===== config.mk =====
export PLATFORM = sky130hd
export DESIGN_NAME = hotline_xlate
export DESIGN_NICKNAME = d
export VERILOG_FILES = /design/src/rtl/hx_pkg.sv /design/src/rtl/hx_hotline_file.sv /design/src/rtl/hx_xlate_buffer.sv /design/src/rtl/hx_ctrl.sv /design/src/rtl/hotline_xlate.sv
export SDC_FILE = /design/constraint.sdc
export NUM_CORES = 2
export LEC_CHECK = 0
export CAP_MARGIN = 20
export CORE_UTILIZATION = 25
export DETAILED_ROUTE_END_ITERATION = 10
export PLACE_DENSITY = 0.42
export SLEW_MARGIN = 25
export SYNTH_ARGS = -nofsm -noshare
export SYNTH_HDL_FRONTEND = slang
export SYNTH_HIERARCHICAL = 1
export SYNTH_SLANG_ARGS = --single-unit

===== constraint.sdc =====
create_clock -name clk -period 9 [get_ports clk]
set_input_delay 1.35 -clock clk [delete_from_list [all_inputs] [get_ports clk]]
set_output_delay 1.35 -clock clk [all_outputs]
set_load 0.02 [all_outputs]

===== src/rtl/hx_pkg.sv =====
package hx_pkg;

  // smallest line is 64 bytes; larger lines mask more low line-address bits
  localparam int unsigned MIN_OFF = 6;

  typedef enum logic [1:0] {
    SRC_HOT = 2'd0,
    SRC_BUF = 2'd1,
    SRC_SW  = 2'd2
  } hx_src_e;

  typedef enum logic [1:0] {
    ST_IDLE = 2'd0,
    ST_LOOK = 2'd1,
    ST_TRAP = 2'd2
  } hx_state_e;

  // extra offset bits above MIN_OFF for each line size mode
  function automatic int unsigned extra_off(input logic [1:0] mode);
    case (mode)
      2'd0:    extra_off = 0;
      2'd1:    extra_off = 2;
      default: extra_off = 4;
    endcase
  endfunction

endpackage


===== src/rtl/hx_hotline_file.sv =====
module hx_hotline_file #(
  parameter int unsigned HL_N = 8,
  parameter int unsigned VL_W = 26,
  parameter int unsigned SL_W = 10,
  localparam int unsigned HL_IW = $clog2(HL_N)
) (
  input  logic              clk,
  input  logic              rst_n,
  input  logic [HL_IW-1:0]  rd_idx,
  input  logic [VL_W-1:0]   rd_vline,   // already masked to the line size
  input  logic [VL_W-1:0]   vl_mask,
  input  logic              wr_en,
  input  logic [HL_IW-1:0]  wr_idx,
  input  logic [VL_W-1:0]   wr_vline,
  input  logic [SL_W-1:0]   wr_sline,
  output logic              hit,
  output logic [SL_W-1:0]   rd_sline
);

  logic [HL_N-1:0]  valid_q;
  logic [HL_N-1:0]  valid_d;
  logic [HL_N-1:0]  wr_sel;
  logic [VL_W-1:0]  vline_q [HL_N];
  logic [SL_W-1:0]  sline_q [HL_N];

  always_comb begin
    wr_sel = '0;
    if (wr_en) wr_sel[wr_idx] = 1'b1;
    valid_d = valid_q | wr_sel;
  end

  always_ff @(posedge clk or negedge rst_n) begin
    if (!rst_n) valid_q <= '0;
    else        valid_q <= valid_d;
  end

  for (genvar g = 0; g < HL_N; g++) begin : g_reg
    always_ff @(posedge clk) begin
      if (wr_sel[g]) begin
        vline_q[g] <= wr_vline;
        sline_q[g] <= wr_sline;
      end
    end
  end

  always_comb begin
    rd_sline = sline_q[rd_idx];
    hit      = valid_q[rd_idx] && ((vline_q[rd_idx] & vl_mask) == rd_vline);
  end

endmodule


===== src/rtl/hx_xlate_buffer.sv =====
module hx_xlate_buffer #(
  parameter int unsigned BUF_N = 16,
  parameter int unsigned VL_W  = 26,
  parameter int unsigned SL_W  = 10,
  localparam int unsigned BUF_IW = $clog2(BUF_N)
) (
  input  logic              clk,
  input  logic              rst_n,
  input  logic [VL_W-1:0]   look_vline,  // already masked to the line size
  input  logic [VL_W-1:0]   vl_mask,
  input  logic              ins_en,
  input  logic [VL_W-1:0]   ins_vline,
  input  logic [SL_W-1:0]   ins_sline,
  output logic              hit,
  output logic [SL_W-1:0]   hit_sline
);

  logic [BUF_N-1:0]  valid_q;
  logic [BUF_N-1:0]  valid_d;
  logic [BUF_N-1:0]  ins_sel;
  logic [BUF_N-1:0]  match;
  logic [BUF_IW-1:0] rr_q;
  logic [BUF_IW-1:0] rr_d;
  logic [BUF_IW-1:0] hit_idx;
  logic [VL_W-1:0]   vline_q [BUF_N];
  logic [SL_W-1:0]   sline_q [BUF_N];

  // round-robin victim pointer, advances once per install
  always_comb begin
    ins_sel = '0;
    if (ins_en) ins_sel[rr_q] = 1'b1;
    valid_d = valid_q | ins_sel;
    rr_d    = rr_q;
    if (ins_en) begin
      if (rr_q == BUF_IW'(BUF_N - 1)) rr_d = '0;
      else                            rr_d = rr_q + 1'b1;
    end
  end

  always_ff @(posedge clk or negedge rst_n) begin
    if (!rst_n) begin
      valid_q <= '0;
      rr_q    <= '0;
    end else begin
      valid_q <= valid_d;
      rr_q    <= rr_d;
    end
  end

  for (genvar g = 0; g < BUF_N; g++) begin : g_ent
    always_ff @(posedge clk) begin
      if (ins_sel[g]) begin
        vline_q[g] <= ins_vline;
        sline_q[g] <= ins_sline;
      end
    end
    assign match[g] = valid_q[g] && ((vline_q[g] & vl_mask) == look_vline);
  end

  // lowest matching entry wins
  always_comb begin
    hit_idx = '0;
    for (int i = BUF_N - 1; i >= 0; i--) begin
      if (match[i]) hit_idx = BUF_IW'(i);
    end
    hit       = |match;
    hit_sline = sline_q[hit_idx];
  end

endmodule


===== src/rtl/hx_ctrl.sv =====
module hx_ctrl
  import hx_pkg::*;
#(
  parameter int unsigned CNT_W = 16
) (
  input  logic              clk,
  input  logic              rst_n,
  input  logic              req_valid,
  input  logic              hot_hit,
  input  logic              buf_hit,
  input  logic              upd_valid,
  output hx_state_e         state,
  output logic              cap_en,
  output logic              hot_wr_en,
  output logic              buf_ins_en,
  output logic              resp_valid,
  output hx_src_e           resp_src,
  output logic [CNT_W-1:0]  cnt_hot,
  output logic [CNT_W-1:0]  cnt_buf,
  output logic [CNT_W-1:0]  cnt_trap
);

  hx_state_e        st_q, st_d;
  logic             inc_hot, inc_buf, inc_trap;
  logic [CNT_W-1:0] hot_q, buf_q, trap_q;

  always_comb begin
    st_d       = st_q;
    cap_en     = 1'b0;
    hot_wr_en  = 1'b0;
    buf_ins_en = 1'b0;
    resp_valid = 1'b0;
    resp_src   = SRC_HOT;
    inc_hot    = 1'b0;
    inc_buf    = 1'b0;
    inc_trap   = 1'b0;
    case (st_q)
      ST_IDLE: begin
        if (req_valid) begin
          if (hot_hit) begin
            resp_valid = 1'b1;
            inc_hot    = 1'b1;
          end else begin
            cap_en = 1'b1;
            st_d   = ST_LOOK;
          end
        end
      end
      ST_LOOK: begin
        if (buf_hit) begin
          resp_valid = 1'b1;
          resp_src   = SRC_BUF;
          hot_wr_en  = 1'b1;
          inc_buf    = 1'b1;
          st_d       = ST_IDLE;
        end else begin
          inc_trap = 1'b1;
          st_d     = ST_TRAP;
        end
      end
      ST_TRAP: begin
        if (upd_valid) begin
          resp_valid = 1'b1;
          resp_src   = SRC_SW;
          hot_wr_en  = 1'b1;
          buf_ins_en = 1'b1;
          st_d       = ST_IDLE;
        end
      end
      default: st_d = ST_IDLE;
    endcase
  end

  always_ff @(posedge clk or negedge rst_n) begin
    if (!rst_n) begin
      st_q   <= ST_IDLE;
      hot_q  <= '0;
      buf_q  <= '0;
      trap_q <= '0;
    end else begin
      st_q <= st_d;
      if (inc_hot)  hot_q  <= hot_q + 1'b1;
      if (inc_buf)  buf_q  <= buf_q + 1'b1;
      if (inc_trap) trap_q <= trap_q + 1'b1;
    end
  end

  assign state    = st_q;
  assign cnt_hot  = hot_q;
  assign cnt_buf  = buf_q;
  assign cnt_trap = trap_q;

endmodule


===== src/rtl/hotline_xlate.sv =====
module hotline_xlate
  import hx_pkg::*;
#(
  parameter int unsigned VA_W  = 32,
  parameter int unsigned SA_W  = 16,
  parameter int unsigned HL_N  = 8,
  parameter int unsigned BUF_N = 16,
  parameter int unsigned CNT_W = 16,
  localparam int unsigned HL_IW = $clog2(HL_N),
  localparam int unsigned VL_W  = VA_W - MIN_OFF,
  localparam int unsigned SL_W  = SA_W - MIN_OFF
) (
  input  logic              clk,
  input  logic              rst_n,
  input  logic [1:0]        lsz_mode,
  input  logic              req_valid,
  input  logic [VA_W-1:0]   req_va,
  input  logic [HL_IW-1:0]  req_idx,
  input  logic              upd_valid,
  input  logic [VL_W-1:0]   upd_vline,
  input  logic [SL_W-1:0]   upd_sline,
  output logic              busy,
  output logic              resp_valid,
  output logic [1:0]        resp_src,
  output logic [SA_W-1:0]   resp_addr,
  output logic              trap,
  output logic [VA_W-1:0]   trap_va,
  output logic [CNT_W-1:0]  cnt_hot,
  output logic [CNT_W-1:0]  cnt_buf,
  output logic [CNT_W-1:0]  cnt_trap
);

  hx_state_e        state;
  hx_src_e          src;
  logic             cap_en, hot_wr_en, buf_ins_en;
  logic             hot_hit, buf_hit;
  logic [SL_W-1:0]  hot_sline, buf_sline, sel_sline;
  logic [VL_W-1:0]  vl_mask;
  logic [SA_W-1:0]  off_mask;
  logic [VA_W-1:0]  va_q;
  logic [HL_IW-1:0] idx_q;
  logic [VA_W-1:0]  sel_va;
  logic [VL_W-1:0]  wr_vline;
  logic [SL_W-1:0]  wr_sline;

  // line size boundary
  always_comb begin
    vl_mask  = '1 << extra_off(lsz_mode);
    off_mask = ~('1 << (MIN_OFF + extra_off(lsz_mode)));
  end

  // held request (captured on a hotline miss)
  always_ff @(posedge clk) begin
    if (cap_en) begin
      va_q  <= req_va;
      idx_q <= req_idx;
    end
  end

  // hotline write source: buffer result while searching, handler otherwise
  always_comb begin
    if (state == ST_LOOK) begin
      wr_vline = va_q[VA_W-1:MIN_OFF] & vl_mask;
      wr_sline = buf_sline;
    end else begin
      wr_vline = upd_vline & vl_mask;
      wr_sline = upd_sline;
    end
  end

  hx_hotline_file #(
    .HL_N (HL_N),
    .VL_W (VL_W),
    .SL_W (SL_W)
  ) u_hot (
    .clk      (clk),
    .rst_n    (rst_n),
    .rd_idx   (req_idx),
    .rd_vline (req_va[VA_W-1:MIN_OFF] & vl_mask),
    .vl_mask  (vl_mask),
    .wr_en    (hot_wr_en),
    .wr_idx   (idx_q),
    .wr_vline (wr_vline),
    .wr_sline (wr_sline),
    .hit      (hot_hit),
    .rd_sline (hot_sline)
  );

  hx_xlate_buffer #(
    .BUF_N (BUF_N),
    .VL_W  (VL_W),
    .SL_W  (SL_W)
  ) u_buf (
    .clk        (clk),
    .rst_n      (rst_n),
    .look_vline (va_q[VA_W-1:MIN_OFF] & vl_mask),
    .vl_mask    (vl_mask),
    .ins_en     (buf_ins_en),
    .ins_vline  (upd_vline & vl_mask),
    .ins_sline  (upd_sline),
    .hit        (buf_hit),
    .hit_sline  (buf_sline)
  );

  hx_ctrl #(
    .CNT_W (CNT_W)
  ) u_ctrl (
    .clk        (clk),
    .rst_n      (rst_n),
    .req_valid  (req_valid),
    .hot_hit    (hot_hit),
    .buf_hit    (buf_hit),
    .upd_valid  (upd_valid),
    .state      (state),
    .cap_en     (cap_en),
    .hot_wr_en  (hot_wr_en),
    .buf_ins_en (buf_ins_en),
    .resp_valid (resp_valid),
    .resp_src   (src),
    .cnt_hot    (cnt_hot),
    .cnt_buf    (cnt_buf),
    .cnt_trap   (cnt_trap)
  );

  // SRAM address: line base from the resolving level, offset from the request
  always_comb begin
    case (state)
      ST_LOOK: sel_sline = buf_sline;
      ST_TRAP: sel_sline = upd_sline;
      default: sel_sline = hot_sline;
    endcase
    sel_va    = (state == ST_IDLE) ? req_va : va_q;
    resp_addr = ({sel_sline, {MIN_OFF{1'b0}}} & ~off_mask) | (sel_va[SA_W-1:0] & off_mask);
  end

  assign resp_src = src;
  assign busy     = (state != ST_IDLE);
  assign trap     = (state == ST_TRAP);
  assign trap_va  = va_q;

endmodule


==> flow_summary_export.csv <==
group,metric,value,unit
routing,drt-wirelength-per-cell,30.3,um
placement,dp_cells,6154,
global_routing,globalRoute.totalOverflow,0,
logic_synthesis,synth_area_per_cell,13.6,sq um
power,p_leak,19.8,nW
placement,placed_area,0.0526,sq mm
power,power.switching,3.71,mW
timing,worst_slew_pin_slew,1.18,ns
placement,gp_congestion,0.891,
hold_path,hp-class,"reg -> reg",
critical_path,worst_path_largest_cell_delay,0.65,ns
status,status,"finished clean",
floorplanning,dieHeight,435,um
critical_path,cp_max_fo,33,
routing,drtIter0Drc,4256,
logic_synthesis,synthFlopType,"edfxtp_1",
logic_synthesis,yosysWarnings,6,
timing,fin_tns_setup,0,ns
critical_path,path_delay_family,"buffers and inverters",
logic_synthesis,seq_area_frac_synth,0.618,
clock_network,cts_tree,"yes",
clock_network,clk_pin_slew,0.06,ns
critical_path,required,7.65,ns
clock_network,worstSkewPairLatency,0.75,ns
floorplanning,placementRows,158,
critical_path,end_kind,"primary output",
global_routing,grt_pass1_vias,33100,
critical_path,path_cells,"clkdlybuf4s50_1 -> nor2_4 -> and2_1 -> buf_4 -> and3b_1 -> nor4b_1 -> nand4_1 -> nor4_1 -> buf_4 -> a211oi_1 -> o311ai_2 -> a21oi_4 -> buf_12 -> buf_4 -> nor3b_1 -> o41ai_2 -> o21ai_1 -> a22oi_1 -> a21oi_1 -> clkdlybuf4s50_1",
power,p_int,8.70,mW
critical_path,reg2regPathDepth,15,
timing,setup_viol,0,
floorplanning,io_pins,178,
routing,routed_wl,193,mm
critical_path,path_buf_inv,6,
clock_network,cts.htree.levels,3,
final_layout,layout_commonest_cell,"edfxtp_1",
critical_path,crit_path_start_kind,"input pin",
timing,grt_setup_unrepaired,"false",
final_layout,fin_cells,6369,
floorplanning,core_area,0.186,sq mm
power,ir_drop,0.000162,V
timing,final_max_slew_viol_count,0,
final_layout,layout_common_cells,"edfxtp_1, a21boi_0, and3b_1",
run,max_cap_viol_count,0,
logic_synthesis,syn-cell-area,0.0469,sq mm
critical_path,cp_slowest_cell,"clkdlybuf4s50_1",
timing,timing.fmax,115,MHz
routing,vias,34100,
timing,hold_viol_final,0,
power,powerDensity,221,mW/mm^2
floorplanning,dieWidth,435,um
power,sw_frac_of_total,0.299,
logic_synthesis,syn_inst,3442,
global_routing,grt_antenna_before_repair,26,
final_layout,drive_above_1_share,0.143,
power,comb_power_share,0.195,
critical_path,cp.arrival,7.33,ns
global_routing,grt_pass1_wl,265,mm
logic_synthesis,synth-edff-count,899,
floorplanning,initial_core_util,0.252,
routing,drt_pass1_iterations,6,
clock_network,cts.sinks,977,
power,clock_power_share,0.369,
hold_path,hold_depth,1,
timing,period_minus_slack,8.68,ns
final_layout,final_cell_area,0.0562,sq mm
timing,skew,0.0354,ns
logic_synthesis,synth-seq-cells,977,
final_layout,syn_to_final_growth,19.9,%
final_layout,fin_nets,3879,
placement,hpwlAfterDp,122,mm
power,p_seq_frac,0.437,
critical_path,critPathKind,"in -> out",
global_routing,grt_use_total,0.198,
logic_synthesis,synth_cell_types,89,
routing,ant_nets,0,
timing,hold_slack,0.459,ns
clock_network,cts_root_buffer,"clkbuf_16",
logic_synthesis,yosysTopAreaCell,"edfxtp_1",
routing,viasPerCell,5.35,
timing,max_slew_margin,0.213,
critical_path,crit_top_cell,"buf_4",
final_layout,fillers,18800,
routing,drc,0,
floorplanning,die_area,0.189,sq mm
logic_synthesis,async_reset_ff_frac,0.0798,
logic_synthesis,synth_top_area_frac,0.576,
placement,io_buffers,177,
logic_synthesis,synth_area_leaders,"edfxtp_1, dfrtp_1, a21boi_0, and3b_1, mux4_2",
clock_network,clock_path_buffers,3,
timing,finalCritPeriodShare,0.965,
critical_path,path_depth,20,
global_routing,grt_start_max_net_pins,61,
clock_network,cts_buffers,111,
clock_network,post_cts_buffers,0,
## cell type report
type                       count  area [sq um]  share of cell area
sequential                   977         28900               0.515
multi-input combinational   2331         17300               0.309
tap                         2480          3100              0.0552
timing repair buffer         337          3090              0.0550
clock buffer                 150          3030              0.0540
clock inverter                57           569              0.0101
inverter                      29           109             0.00194
antenna                        8          20.0            0.000356
## repair_timing
item                       in CTS  in global routing
gates resized for setup         0                  1
setup endpoints to repair       0                  1
hold buffers                    0                  0
## routing by layer
layer | global-route usage | vias to the layer above | part of all wire
met1 | 0.272 | 17800 | 0.44
met4 | 0.0645 | 10 | 0.031
li1 | - | 14400 | -
met3 | 0.0379 | 335 | 0.078
met2 | 0.312 | 1567 | 0.45
met5 | 0 | - | 0.00039
## path summary, 6_finish.rpt
check | from | end | slack (ns)
min reg2reg | u_hot/valid_q[2] | u_hot/valid_q[2] | 0.46
max in group asynchronous | rst_n | u_ctrl/state[0] | 7.04
min | u_hot/valid_q[2] | u_hot/valid_q[2] | 0.46
max | lsz_mode[0] | resp_addr[15] | 0.32
max reg2reg | trap_va[11] | u_hot/vline_q[1][22] | 2.95
min in group asynchronous | rst_n | u_buf/valid_q[3] | 0.65
## logic make-up after synthesis
family | Yosys count | synth area share
AND/OR/NAND/NOR | 1115 | 0.146
flip-flops | 977 | 0.618
AO/OA/AOI/OAI | 777 | 0.124
buffers and inverters | 251 | 0.0268
multiplexers | 209 | 0.0637
XOR/XNOR | 97 | 0.0181
adder cells (fa/ha/maj) | 15 | 0.00400
other | 1 | 0.0000800
## power groups by stage
stage	registers, mW	clock network, mW	logic, mW
3_3_place_gp	5.51	0	2.33
2_1_floorplan	5.47	0	1.29
4_1_cts	5.41	4.68	2.33
6_report	5.42	4.58	2.42
3_5_place_dp	5.51	0	2.32
5_1_grt	5.43	4.84	2.53
## registers in the layout, indices dropped and copies added, names as in the netlist
register and flops:
u_hot/valid_q 8, u_buf/vline_q 416, u_ctrl/cnt_buf 16, trap_va 32, u_buf/rr_q 4, u_buf/valid_q 16
u_hot/sline_q 80, u_buf/sline_q 160, idx_q 3, u_ctrl/cnt_hot 16, u_hot/vline_q 208, u_ctrl/state 2
u_ctrl/cnt_trap 16
## worst reg2reg max path, stage by stage, from the launching register on
cell and delay [ns]:
edfxtp_1 1.12, buf_4 0.45, and3_1 0.23, nor2_1 0.06, a2111oi_0 0.43, o2111ai_1 0.22, nor4_1 0.76, a31oi_1 0.38
nand2_1 0.18, or4_1 0.13, buf_4 0.24, nand2_1 0.18, a21boi_0 0.30, nand2_1 0.28, nor3_2 0.21, buf_4 0.46
## cell usage after synthesis (13+ instances only)
cell and n:
o22a_1 33, or2_2 23, nor2b_1 39, o211ai_1 17
ha_1 15, nor2_1 99, a221oi_1 23, inv_1 29
and3_1 85, o2111ai_1 16, clkbuf_1 104, or4_1 13
o21ai_0 32, mux2i_1 65, nor3_1 42, and3b_1 200
and2_1 15, nand2b_1 19, a22o_1 20, nand3_1 96
mux4_2 55, dfrtp_1 78, a2111oi_0 56, buf_6 18
nand4_1 89, buf_2 88, a21boi_0 237, a21o_1 58
o21ai_1 17, a21oi_1 93, a211oi_1 77, edfxtp_1 899
mux2_2 73, xnor2_1 36, nand2_1 177, xor2_1 61
nor4_1 161
## per-stage QoR
stage	power [mW]	setup slack, ns	util
after CTS	12.4	0.287	0.302
after global routing	12.8	0.0453	0.302
after detailed placement	7.83	0.298	0.283
final	12.4	0.318	0.303
after global placement	7.83	0.368	0.283
after floorplan	6.76	1.89	-
(Power assumes the default switching activity.)
